<file path="config.mk">
export PLATFORM = sky130hd
export DESIGN_NAME = tc_forwarder
export DESIGN_NICKNAME = d
export VERILOG_FILES = /design/src/rtl/tcfwd_pkg.sv /design/src/rtl/tc_arb.sv /design/src/rtl/tc_route.sv /design/src/rtl/tc_hold.sv /design/src/rtl/tc_forwarder.sv
export SDC_FILE = /design/constraint.sdc
export NUM_CORES = 1
export LEC_CHECK = 0
export BUFFER_PORTS_ARGS = -buffer_cell sky130_fd_sc_hd__buf_2
export CAP_MARGIN = 30
export CORE_ASPECT_RATIO = 0.6
export CORE_MARGIN = 8
export CORE_UTILIZATION = 43
export DETAILED_ROUTE_END_ITERATION = 8
export PLACE_DENSITY = 0.95
export SLEW_MARGIN = 0
export SYNTH_ARGS = -nofsm -noshare
export SYNTH_HDL_FRONTEND = slang
export SYNTH_SLANG_ARGS = --single-unit
</file>
<file path="constraint.sdc">
create_clock -name clk -period 4.9 [get_ports clk]
set_input_delay 0.98 -clock clk [delete_from_list [all_inputs] [get_ports clk]]
set_output_delay 0.98 -clock clk [all_outputs]
set_load 0.05 [all_outputs]
</file>
<file path="src/rtl/tcfwd_pkg.sv">
package tcfwd_pkg;
    localparam int MSG_W   = 34;
    localparam int DST_LSB = 4;
    localparam int DST_W   = 4;
    localparam int NPORT   = 3;

    typedef logic [MSG_W-1:0] msg_t;
    typedef logic [DST_W-1:0] addr_t;
    typedef logic [NPORT-1:0] pmask_t;

    localparam addr_t BCAST = '1;

    // Index order doubles as arbitration priority (lowest index wins).
    typedef enum logic [1:0] {
        PORT_E = 2'd0,
        PORT_W = 2'd1,
        PORT_N = 2'd2
    } port_e;

    typedef struct packed {
        logic  vld;
        port_e src;
        msg_t  msg;
    } cand_t;

    function automatic addr_t dst_of(msg_t m);
        return m[DST_LSB +: DST_W];
    endfunction

    function automatic pmask_t route_mask(port_e src, addr_t dst,
                                          addr_t a_e, addr_t a_w, addr_t a_n);
        pmask_t m;
        m = '0;
        if (dst == BCAST) begin
            m = '1;
        end else begin
            if (dst == a_e) m[PORT_E] = 1'b1;
            if (dst == a_w) m[PORT_W] = 1'b1;
            if (dst == a_n) m[PORT_N] = 1'b1;
        end
        m[src] = 1'b0;
        return m;
    endfunction
endpackage

</file>
<file path="src/rtl/tc_arb.sv">
module tc_arb
    import tcfwd_pkg::*;
#(
    parameter int N = NPORT
) (
    input  logic         clk,
    input  logic         rst,
    input  logic         en,
    input  logic [N-1:0] req,
    output logic [N-1:0] gnt
);
    always_comb begin
        logic taken;
        taken = 1'b0;
        gnt   = '0;
        for (int i = 0; i < N; i++) begin
            if (en && req[i] && !taken) begin
                gnt[i] = 1'b1;
                taken  = 1'b1;
            end
        end
    end

    p_one_grant_r10: assert property (@(posedge clk) disable iff (rst)
        $onehot0(gnt));
    p_grant_needs_req_r10: assert property (@(posedge clk) disable iff (rst)
        (gnt & ~req) == '0);
endmodule

</file>
<file path="src/rtl/tc_route.sv">
module tc_route
    import tcfwd_pkg::*;
#(
    parameter addr_t ADDR_E = 4'd9,
    parameter addr_t ADDR_W = 4'd7,
    parameter addr_t ADDR_N = 4'd5
) (
    input  cand_t  cand,
    output pmask_t mask,
    output logic   bad
);
    always_comb begin
        mask = '0;
        if (cand.vld)
            mask = route_mask(cand.src, dst_of(cand.msg), ADDR_E, ADDR_W, ADDR_N);
        bad = cand.vld && (mask == '0);
    end
endmodule

</file>
<file path="src/rtl/tc_hold.sv">
module tc_hold
    import tcfwd_pkg::*;
(
    input  logic   clk,
    input  logic   rst,
    input  logic   acc,
    input  pmask_t acc_mask,
    input  logic   acc_bad,
    input  msg_t   acc_msg,
    input  pmask_t out_gnt,
    output pmask_t out_req,
    output msg_t   out_msg,
    output logic   empty,
    output logic   err
);
    pmask_t pend_q;
    msg_t   data_q;
    logic   err_q;

    always_ff @(posedge clk) begin
        if (rst) begin
            pend_q <= '0;
            data_q <= '0;
            err_q  <= 1'b0;
        end else begin
            err_q <= acc && acc_bad;
            if (acc && !acc_bad) begin
                pend_q <= acc_mask;
                data_q <= acc_msg;
            end else begin
                pend_q <= pend_q & ~out_gnt;
            end
        end
    end

    assign out_req = pend_q;
    assign out_msg = data_q;
    assign empty   = (pend_q == '0);
    assign err     = err_q;

    generate
        for (genvar g = 0; g < NPORT; g++) begin : g_chk
            p_hold_stable_r9: assert property (@(posedge clk) disable iff (rst)
                (out_req[g] && !out_gnt[g]) |=> (out_req[g] && $stable(out_msg)));
            p_drop_on_grant_r3: assert property (@(posedge clk) disable iff (rst)
                (out_req[g] && out_gnt[g]) |=> !out_req[g]);
        end
    endgenerate

    p_no_new_target_r3: assert property (@(posedge clk) disable iff (rst)
        (!empty) |=> ((out_req & ~$past(out_req)) == '0));
    p_err_silent_r8: assert property (@(posedge clk) disable iff (rst)
        err |-> (out_req == '0));
endmodule

</file>
<file path="src/rtl/tc_forwarder.sv">
module tc_forwarder
    import tcfwd_pkg::*;
#(
    parameter addr_t ADDR_E = 4'd9,
    parameter addr_t ADDR_W = 4'd7,
    parameter addr_t ADDR_N = 4'd5
) (
    input  logic              clk,
    input  logic              rst,
    input  logic              e_req_i,
    input  logic [MSG_W-1:0]  e_msg_i,
    output logic              e_gnt_o,
    input  logic              w_req_i,
    input  logic [MSG_W-1:0]  w_msg_i,
    output logic              w_gnt_o,
    input  logic              n_req_i,
    input  logic [MSG_W-1:0]  n_msg_i,
    output logic              n_gnt_o,
    output logic              e_req_o,
    output logic [MSG_W-1:0]  e_msg_o,
    input  logic              e_gnt_i,
    output logic              w_req_o,
    output logic [MSG_W-1:0]  w_msg_o,
    input  logic              w_gnt_i,
    output logic              n_req_o,
    output logic [MSG_W-1:0]  n_msg_o,
    input  logic              n_gnt_i,
    output logic              err_o
);
    pmask_t in_req, in_gnt, out_req, out_gnt, rt_mask;
    msg_t   in_msg [NPORT];
    msg_t   hold_msg;
    cand_t  cand;
    logic   empty, acc, rt_bad;

    assign in_req = {n_req_i, w_req_i, e_req_i};
    assign out_gnt = {n_gnt_i, w_gnt_i, e_gnt_i};
    assign in_msg[PORT_E] = e_msg_i;
    assign in_msg[PORT_W] = w_msg_i;
    assign in_msg[PORT_N] = n_msg_i;

    tc_arb #(.N(NPORT)) u_arb (
        .clk (clk),
        .rst (rst),
        .en  (empty),
        .req (in_req),
        .gnt (in_gnt)
    );

    always_comb begin
        cand = '0;
        for (int i = 0; i < NPORT; i++) begin
            if (in_gnt[i]) begin
                cand.vld = 1'b1;
                cand.src = port_e'(i);
                cand.msg = in_msg[i];
            end
        end
    end

    assign acc = cand.vld;

    tc_route #(.ADDR_E(ADDR_E), .ADDR_W(ADDR_W), .ADDR_N(ADDR_N)) u_route (
        .cand (cand),
        .mask (rt_mask),
        .bad  (rt_bad)
    );

    tc_hold u_hold (
        .clk      (clk),
        .rst      (rst),
        .acc      (acc),
        .acc_mask (rt_mask),
        .acc_bad  (rt_bad),
        .acc_msg  (cand.msg),
        .out_gnt  (out_gnt),
        .out_req  (out_req),
        .out_msg  (hold_msg),
        .empty    (empty),
        .err      (err_o)
    );

    assign e_gnt_o = in_gnt[PORT_E];
    assign w_gnt_o = in_gnt[PORT_W];
    assign n_gnt_o = in_gnt[PORT_N];
    assign e_req_o = out_req[PORT_E];
    assign w_req_o = out_req[PORT_W];
    assign n_req_o = out_req[PORT_N];
    assign e_msg_o = hold_msg;
    assign w_msg_o = hold_msg;
    assign n_msg_o = hold_msg;

    p_east_wins_r6: assert property (@(posedge clk) disable iff (rst)
        (e_req_i && w_req_i) |-> !w_gnt_o);
    p_busy_no_grant_r10: assert property (@(posedge clk) disable iff (rst)
        (out_req != '0) |-> ({n_gnt_o, w_gnt_o, e_gnt_o} == 3'b000));
    p_residence_r5: assert property (@(posedge clk) disable iff (rst)
        (acc && rt_mask != '0) |=> (out_req == $past(rt_mask)));
    p_err_after_drop_r8: assert property (@(posedge clk) disable iff (rst)
        (acc && rt_bad) |=> err_o);
endmodule

</file>
# Word level (Yosys, flattened, before mapping)
# Cells that the tools add are included.
[totals] ff_bits=38 in_bits=110
[classes] n_lt_le_gt_ge=2 n_eq_ne=4 n_mux=16 n_bitwise=4 n_reduce_logical=14
[op_table] op="2-to-1 mux 37 bit" count=3
[op_table] op="2-to-1 mux 3 bit" count=4
[op_table] op="logical AND 1 bit" count=9
[op_table] op="equality test 4 x 3 -> 1 bit (second input constant)" count=2
[op_table] op="equality test 4 bit (second input constant)" count=2
[op_table] op="2-to-1 mux 1 bit" count=8
[op_table] op="bitwise AND 3 bit" count=2
[op_table] op="logical NOT 3 bit" count=2
[op_table] op="NOT 3 bit" count=2
[op_table] op="logical NOT 1 bit" count=3
[op_table] op="less-than comparator 2 x 3 -> 1 bit (second input constant)" count=1
[op_table] op="demux 1 bit (select 2 bit)" count=1
[op_table] op="greater-or-equal comparator 2 x 1 -> 1 bit (second input constant)" count=1

# Logic depth before layout (Yosys ltp)
# Gate-level depths: netlist of run 1.
[depth] depth_word=22 mapped_depth=8 mapped_depth_nobuf=6

# Hierarchy
# Synthesis of run 1 repeated with hierarchy kept, for this count alone.
[hier_totals] cells_unflattened=414 hier_area_um2=2927.8
[modules_own_cells] module="tc_forwarder" n_inst=1 cells_each=226 area_each_um2=1445.1 seq_area_each_um2=0.0
[modules_own_cells] module="tc_hold" n_inst=1 cells_each=166 area_each_um2=1348.8 seq_area_each_um2=760.7
[modules_own_cells] module="tc_route" n_inst=1 cells_each=19 area_each_um2=103.8 seq_area_each_um2=0.0
[modules_own_cells] module="tc_arb" n_inst=1 cells_each=3 area_each_um2=30.0 seq_area_each_um2=0.0

# Least setup slack after synthesis of run 1
# No wires, ideal clock.
[synth_path] kind="input port to output port" start="in e_req_i" end="out n_gnt_o" t_arrival_ps=2349 path_slack_ps=1571 stages=3 n_path_buf=2 cell_sequence="clkbuf_1 > nor4b_4 > clkbuf_1"
[synth_via] elab_chain_cells=8
[synth_lines] element="start, declared" line_no="tc_forwarder.sv:10" text="input logic e_req_i,"
[synth_lines] element="logical AND 1 bit (*)" line_no="tc_arb.sv:17" text="if (en && req[i] && !taken) begin"
[synth_lines] element="2-to-1 mux 1 bit (*)" line_no="tc_arb.sv:17"
[synth_lines] element="logical NOT 1 bit" line_no="tc_arb.sv:17"
[synth_lines] element="logical AND 1 bit" line_no="tc_arb.sv:17"
[synth_lines] element="2-to-1 mux 1 bit (*)" line_no="tc_arb.sv:17"
[synth_lines] element="logical NOT 1 bit (*)" line_no="tc_arb.sv:17"
[synth_lines] element="logical AND 1 bit (*)" line_no="tc_arb.sv:17"
[synth_lines] element="2-to-1 mux 1 bit (*)" line_no="tc_arb.sv:17"
[synth_lines] element="end, declared" line_no="tc_forwarder.sv:18" text="output logic n_gnt_o,"
# Mark *: on every way between the ends. The rest lies on a longest branch, timed or not.

# Final worst setup path of run 1
# Ends and elaborated chain as after synthesis.

==> results.toml, run 1 <==
[status]
outcome = "finished clean"

[global_routing]
grt_pass1_vias = 3059
grt_pass1_wl_um = 15100
grt_overflow = 0
grt_use_total_pct = 19.03
grt_max_degree = 38
antenna_found_initial = 0

[pwr]
ir_worst_vdd_v = 0.0001235
p_leak_nw = 1.979
powerDensity_nw_per_um2 = 276.0
power_mw = 0.9830

[synthesis]
yosysSeqAreaShare_pct = 27.18
synth_area_leaders = "dfxtp_1, buf_4, mux2_1, a22oi_1, nor2b_1"
synthFlopType = "dfxtp_1"
avgSynthCellArea_sq_um = 8.330
async_reset_ff_share_pct = 0
synth_edf_count = 0
netlist_area_sq_um = 2799
ys_ff_latch = 38
syn_nets = 446
yosys_warnings = 0
synthesis.instances = 336
netlist.area_leader.share_pct = 27.18
synth_top_area_cell = "dfxtp_1"
ys_types = 38

[timing]
rsz0062_at_grt = "false"
max_slew_margin_pct = 46.39
layout_min_cycle_time_ps = 3667
fmax_mhz = 272.7
fin_skew_ps = 7.031
tns_ps = 0
tightest_slew_ps = 799.3
setup_viol = 0
fin_crit_sh_pct = 74.84
finalHoldViolations = 0
slew_violations = 0

[setup_path]
critPathRequiredTime_ps = 3920
endpoint = "n_gnt_o"
slowest_stage = "nor4b_4"
start_kind = "input port"
critical_path.top_delay_family = "buffers and inverters"
slowest_delay_ps = 640
critPathLaunch = "e_req_i"
critPathKind = "input port to primary output"
critPathBufInv = 4
endpoint_kind = "primary output"
r2r-start = "u_hold.out_req[0]"
reg2reg_depth = 7
reg2reg_slack_ps = 1420
r2r_end = "u_hold.out_msg[1]"
cp_num_cells = 5
worstPathCellList = "buf_2, nor4b_4, buf_4, buf_4, buf_2"
crit_arrival_ps = 2690
cp_max_fo = 16

[hold_path]
hold_path.class = "register to register"
hold_path_depth = 2

[drt]
routed_wl_um = 9873
first_pass_iters = 6
drtIter0Drc = 185
via_per_inst = 5.165
drtAntennaViolNets = 0
wl_per_cell_um = 17.54
vias = 2908
drc_errors = 0

[placed_design]
portBuffers = 218
hpwl_um = 7798
gp_congestion = 0.8931

[cells_and_area]
final_common_cell = "buf_2"
area_delta_synth_final_pct = 27.22
fillers = 563
nets = 588
antenna-diode-count = 0
drive_above_1_share_pct = 50.10
layout_common_cells = "buf_2, dfxtp_1, nor2b_1, a21oi_1, nand2_1"

[job]
cap_violations = 0

[floorplan]
die_w_um = 120.2
io_pins = 219
coreArea_sq_um = 6193
rows = 22
initial_core_util_pct = 45.19
die_y_um = 78.50
die_area_sq_um = 9432

[clock_tree]
cts_hold_buf = 0
clockRootBuffer = "clkbuf_8"
cts_buffer_depth = 2
cts_tree = "built"
path_clk_slew_ps = 80
cts_setup_buffers = 0
cts.sinks = 38
clock_latency_ps = 280
cts_made_buffers = 5
htreeDepth = 2
cts_resized = 0
-- where the power goes --
| part | switching, mW | internal (mW) | leakage [nW] | total (mW) |
|---|---|---|---|---|
| Combinational | 0.267 | 0.115 | 1.61 | 0.382 |
| Sequential | 0.0145 | 0.324 | 0.308 | 0.339 |
| Clock | 0.112 | 0.150 | 0.0579 | 0.262 |
| Total | 0.394 | 0.589 | 1.98 | 0.983 |
-- cells in the mapped netlist, drive strengths merged, types with 3 or more instances --
cell type  number
and2            3
nor2b          35
a22oi          30
nor3            4
clkbuf         18
nor2            5
mux2           33
inv             3
nand2          32
dfxtp          38
a21oi          35
buf            71
nor4b           3
-- state kept, by name, indices dropped and copies added, names as in the netlist --
name / count
u_hold.out_req: 3
u_hold.out_msg: 34
u_hold.err: 1
-- worst min-delay path by stage --
stage	startpoint	endpoint	slack (ps)
final	u_hold.out_msg[4]	u_hold.out_msg[4]	510
after global routing	u_hold.out_msg[4]	u_hold.out_msg[4]	530
after CTS	u_hold.out_msg[4]	u_hold.out_msg[4]	510
after detailed placement	u_hold.out_msg[4]	u_hold.out_msg[4]	490
after global placement	u_hold.out_msg[4]	u_hold.out_msg[4]	460
after floorplan	u_hold.out_msg[4]	u_hold.out_msg[4]	690
-- tightest hold or removal path: stages, from the launching register on --
cell	delay [ps]
dfxtp_1	340
inv_1	70
a21oi_1	60
-- layout make-up --
type	count	area [sq um]	share of cell area (%)
inverter	3	11.26	0.3162
clock inverter	3	40.04	1.124
sequential	38	760.7	21.36
clock buffer	5	68.82	1.933
timing repair buffer	224	1149	32.26
tap	84	105.1	2.952
multi-input combinational	206	1426	40.06
-- routing by layer --
| layer | GRT usage [%] | up-vias | share of wire [%] |
|---|---|---|---|
| met5 | 0 | - | 0 |
| met4 | 3.594 | 0 | 0.59 |
| met3 | 6.857 | 8 | 10 |
| met2 | 35.31 | 154 | 50 |
| met1 | 20.62 | 1363 | 39 |
| li1 | - | 1383 | - |
-- through the flow --
stage,util (%),cell area [sq um],cells,hold slack (ps),setup slack (ps)
3_5_place_dp,55.74,3452,555,489.4,1075
5_1_grt,57.49,3561,563,528.5,1154
3_3_place_gp,55.41,3432,554,460.5,1231
6_report,57.49,3561,563,513.4,1233
2_1_floorplan,-,2799,336,685.2,1571
4_1_cts,57.49,3561,563,507.1,1232
-- logic make-up after synthesis --
kind of cell	share of synthesized area [%]
AOI/OAI and AO/OA	17.97
xor gates and xnor gates	0.6260
buffers and inverters	22.26
DFF	27.18
muxes	13.77
and+or+nand+nor	18.19
(Power assumes the default switching activity.)
==> run 2: changes to the inputs <==
ABC_AREA = 1   (was default)
CORE_UTILIZATION = 35   (was 43)
PLACE_DENSITY = 0.89   (was 0.95)
clock period = 3 ns   (was 4.9 ns; I/O delays follow)
==> run 2 against run 1 <==
Effect of this change:
- non-clock buffer count rose by 3
- cell area fell by 2.4%
- via count rose by 2.9%
- first-iteration DRC count fell by 40%
- clock power rose by 130%
- die area rose by 13%
- core utilization fell by 9.7 points
- sequential power rose by 95%
- combinational power rose to 4.0 times the previous value
- count of clock-buffer cells in the layout rose by 1
- routed wire length fell by 2.1%
- synthesized area fell by 6.0%
- highest routed layer unchanged
==> results.toml, run 2 <==
[clock_tree]
path_clk_slew_ps = 60
cts_resized = 0
htreeDepth = 2
cts_made_buffers = 5
cts_hold_buf = 0
cts.sinks = 38
cts_tree = "built"
cts_buffer_depth = 2
clockRootBuffer = "clkbuf_16"
cts_setup_buffers = 0
clock_latency_ps = 280

[cells_and_area]
fin_cells = 644
area_delta_synth_final_pct = 32.10
layout_common_cells = "buf_2, nand2_1, nor2_1"
fillers = 744
postLayoutCellArea_sq_um = 3476
finish.utilization_pct = 47.83
final_common_cell = "buf_2"
drive_above_1_share_pct = 45.19
antenna-diode-count = 0
largest_reg_flops = 34
nets = 649

[setup_path]
reg2reg_depth = 15
start_kind = "register"
critPathKind = "register to primary output"
endpoint_kind = "primary output"
critPathLaunch = "u_hold.out_req[0]"
reg2reg_slack_ps = 650
crit_arrival_ps = 1770
endpoint = "n_gnt_o"
r2r-start = "u_hold.out_req[1]"
critPathRequiredTime_ps = 2400
r2r_end = "u_hold.out_msg[1]"
cp_max_fo = 18

[floorplan]
coreArea_sq_um = 7267
initial_core_util_pct = 36.21
io_pins = 219
die_y_um = 83.16
rows = 24
die_area_sq_um = 10640
die_w_um = 127.9

[synthesis]
syn_nets = 502
synth_top_area_cell = "dfxtp_1"
netlist.area_leader.share_pct = 28.91
synth_edf_count = 0
synthFlopType = "dfxtp_1"
netlist_area_sq_um = 2631
avgSynthCellArea_sq_um = 6.712
ys_ff_latch = 38
synth_area_leaders = "dfxtp_1, buf_4, nand2_1, nor2_1, a22o_1"
synthesis.instances = 392
yosys_warnings = 0
ys_types = 20
netlist_top_cells_count = "nand2_1, nor2_1, buf_4, dfxtp_1, a21oi_1"
async_reset_ff_share_pct = 0
yosysSeqAreaShare_pct = 28.91
synth.most_common_cell = "nand2_1"

[pwr]
p_sw_share_pct = 52.47
internal_power_mw = 1.333
p_sw_mw = 1.471
p_leak_nw = 2.066
powerDensity_nw_per_um2 = 806.7
seq_power_share_pct = 23.6
ir_worst_vdd_v = 0.0002960
power_frac_clock_pct = 21.4
combPwrFrac_pct = 55.0
power_mw = 2.804

[global_routing]
grt_pass1_vias = 2916
grt_overflow = 0
grt_use_met3_pct = 6.314
antenna_found_initial = 0
grt_use_total_pct = 16.74
met1_usage_pct = 18.01
grt_pass1_wl_um = 14630
grt-busiest-layer = "met2"
grt_use_met2_pct = 29.35
grt_max_degree = 41

[drt]
vias = 2993
drtAntennaViolNets = 0
drc_errors = 0
drtIter0Drc = 111
via_per_inst = 4.648
first_pass_iters = 4
wl_per_cell_um = 15.01
routed_wl_um = 9665

[placed_design]
pre_cts_slack_ps = 475.5
postPlaceCellArea_sq_um = 3309
hpwl_um = 7870
gp_congestion = 0.9361
portBuffers = 218
dp.cells = 636

[timing]
layout_min_cycle_time_ps = 2372
finalHoldViolations = 0
fin_hold_ws_ps = 506.2
fin_crit_sh_pct = 79.07
tightest_slew_ps = 478.5
fin_skew_ps = 2.199
fmax_mhz = 421.6
slew_violations = 0
finalWorstSetupSlack_ps = 628.0
rsz0062_at_grt = "false"
max_slew_margin_pct = 68.06
setup_viol = 0
tns_ps = 0

[hold_path]
hold_path.class = "register to register"
hold_path_depth = 2

[job]
cap_violations = 0

[status]
outcome = "finished clean"
[run 2: worst min-delay path by stage]
stage                       start  slack (ps)                 end
2_1_floorplan                 rst         670   u_hold.out_req[0]
3_3_place_gp   u_hold.out_msg[16]         490  u_hold.out_msg[16]
3_5_place_dp    u_hold.out_msg[7]         500   u_hold.out_msg[7]
4_1_cts         u_hold.out_msg[7]         510   u_hold.out_msg[7]
5_1_grt        u_hold.out_msg[11]         530  u_hold.out_msg[11]
6_report        u_hold.out_msg[7]         510   u_hold.out_msg[7]
[run 2: final cells by class]
class	instances	area [sq um]	area share, %
Multi-Input combinational cell	247	1185	34.09
Clock buffer	6	128.9	3.708
Timing Repair Buffer	227	1159	33.33
Sequential cell	38	760.7	21.89
Inverter	20	75.07	2.160
Tap cell	104	130.1	3.744
Clock inverter	2	37.54	1.080
[run 2: cell families after synthesis]
logic type             count (synthesis)  synth area share [%]
AO/OA/AOI/OAI                         67                 17.12
buffers and inverters                107                 26.06
flip-flops                            38                 28.91
AND/OR/NAND/NOR                      180                 27.91
[run 2: critical path: stages, from the launching register on]
cell and delay (ps):
dfxtp_1 410, nor2_4 80, nand3_2 120, nand2_1 120, nor2_4 180, buf_4 260, buf_2 300
[run 2: layer usage]
| layer | up-vias | part of all wire (%) | routed length, um |
|---|---|---|---|
| met4 | 0 | 1.7 | 161 |
| li1 | 1478 | - | - |
| met3 | 14 | 11 | 1053 |
| met2 | 156 | 48 | 4644 |
| met1 | 1345 | 39 | 3806 |
| met5 | - | 0 | 0 |
[run 2: power groups by stage]
stage	logic [mW]	registers, mW	clock network, mW
2_1_floorplan	1.10	0.945	0
3_3_place_gp	1.53	0.665	0
3_5_place_dp	1.55	0.671	0
4_1_cts	1.55	0.661	0.616
5_1_grt	1.63	0.676	0.641
6_report	1.54	0.660	0.600
==> run 3: changes to the inputs <==
CORE_UTILIZATION = 39   (was 35)
PLACE_DENSITY = 0.93   (was 0.89)
clock period = 2.4 ns   (was 3 ns; I/O delays follow)
==> run 3 against run 2 <==
Effect of this change:
- sequential power is 25% higher
- register-to-register slack worse by 340 ps
- setup slack worse by 460 ps
- global-route usage is 0.94 points higher
- clock skew is 5.7 ps higher
- routed wire length is 4.8% lower
- core utilization is 3.7 points higher
- sequential share of layout area is 0.52 points higher
- highest routed layer unchanged
==> results.toml, run 3 (synthesis results as in run 2) <==
[status]
outcome = "finished clean"

[timing]
finalHoldViolations = 0
layout_min_cycle_time_ps = 2233
fin_crit_sh_pct = 93.04
fin_skew_ps = 7.933
fmax_mhz = 447.8
tightest_slew_ps = 462.3
rsz0062_at_grt = "false"
tns_ps = 0
max_slew_margin_pct = 69.15
finalWorstSetupSlack_ps = 166.9
setup_viol = 0
slew_violations = 0

[drt]
vias = 2871
wl_per_cell_um = 14.68
drc_errors = 0
drtAntennaViolNets = 0
via_per_inst = 4.579
drtIter0Drc = 88
routed_wl_um = 9202
first_pass_iters = 4

[placed_design]
pre_cts_slack_ps = 160.5
portBuffers = 218
gp_congestion = 0.8665
hpwl_um = 7664

[global_routing]
grt_max_degree = 41
grt_overflow = 0
antenna_found_initial = 0
grt_pass1_wl_um = 14060
grt_use_total_pct = 17.68
grt_pass1_vias = 2892

[setup_path]
critPathKind = "register to primary output"
cp_max_fo = 31
critPathRequiredTime_ps = 1920
endpoint_kind = "primary output"
slowest_delay_ps = 350
worstPathCellList = "nor2_4, nand3_2, clkinv_1, buf_4, buf_2"
start_kind = "register"
crit_arrival_ps = 1750
critPathBufInv = 3
critical_path.top_delay_family = "buffers and inverters"
slowest_stage = "dfxtp_1"

[cells_and_area]
drive_above_1_share_pct = 45.19
antenna-diode-count = 0
final_common_cell = "buf_2"
area_delta_synth_final_pct = 29.05
layout_common_cells = "buf_2, nand2_1, nor2_1"
fillers = 640
largest_reg_flops = 34
nets = 649

[clock_tree]
clock_latency_ps = 280
path_clk_slew_ps = 80
cts_tree = "built"
cts_hold_buf = 0
cts_made_buffers = 5
htreeDepth = 2
cts_buffer_depth = 2
cts.sinks = 38
clockRootBuffer = "clkbuf_8"

[pwr]
power_mw = 3.200
powerDensity_nw_per_um2 = 942.2
ir_worst_vdd_v = 0.0004216
p_leak_nw = 2.041

[job]
cap_violations = 0

[floorplan]
die_y_um = 79.63
initial_core_util_pct = 39.93
rows = 23
coreArea_sq_um = 6590
die_w_um = 122.0
die_area_sq_um = 9717
io_pins = 219

[hold_path]
hold_path.class = "input port to register"
==> run 3: changes by cell type in the layout (fill, tap and decap cells not counted) <==
cell,previous run,this run
clkbuf_16,5,0
clkinv_2,0,1
buf_12,0,1
clkinvlp_4,1,0
buf_6,0,1
bufinv_16,1,0
buf_4,9,7
clkbuf_8,0,6
==> run 3: area by class of cell <==
| cell class | count | area, sq um | area share, % |
|---|---|---|---|
| Multi-Input combinational cell | 247 | 1185 | 34.89 |
| Timing Repair Buffer | 227 | 1175 | 34.60 |
| Sequential cell | 38 | 760.7 | 22.40 |
| Tap cell | 87 | 108.9 | 3.206 |
| Clock buffer | 7 | 86.33 | 2.542 |
| Inverter | 20 | 75.07 | 2.211 |
| Clock inverter | 1 | 5.005 | 0.1474 |
==> run 3: timing repair <==
action,CTS,global route
endpoints found under the setup margin,0,2
buffers inserted,0,0
gates resized for setup,0,1
==> run 3: metrics by stage <==
step | cell area, sq um | instances | hold slack, ps | util [%]
3_3_place_gp | 3301 | 619 | 486.9 | 50.09
5_1_grt | 3396 | 627 | 428.8 | 51.53
4_1_cts | 3392 | 627 | 419.7 | 51.47
2_1_floorplan | 2631 | 392 | 549.1 | -
6_report | 3396 | 627 | 426.1 | 51.53
3_5_place_dp | 3301 | 619 | 499.7 | 50.09
==> run 3: metal layers <==
layer | routed length, um | vias to the layer above | global-route usage [%]
met4 | 70 | 0 | 3.794
li1 | - | 1475 | -
met3 | 1020 | 4 | 5.862
met2 | 4537 | 145 | 32.70
met5 | 0 | - | 0
met1 | 3573 | 1247 | 19.27
==> run 3: worst paths after layout <==
path / start / to / slack [ps] / cells after the start
worst max register to register: u_hold.out_req[1] / u_hold.out_msg[14] / 310 / 15
worst max-delay path: u_hold.out_req[1] / e_gnt_o / 170 / 5
worst min register to register: u_hold.out_msg[33] / u_hold.out_msg[33] / 510 / 2
worst min-delay path: rst / u_hold.out_req[2] / 430 / 2
==> run 3: power breakdown <==
part | total, mW | leakage (nW) | switching [mW] | internal (mW)
clock | 0.444 | 0.0482 | 0.212 | 0.232
sequential | 0.827 | 0.311 | 0.0938 | 0.733
combinational | 1.93 | 1.68 | 1.48 | 0.450
total | 3.20 | 2.04 | 1.78 | 1.42
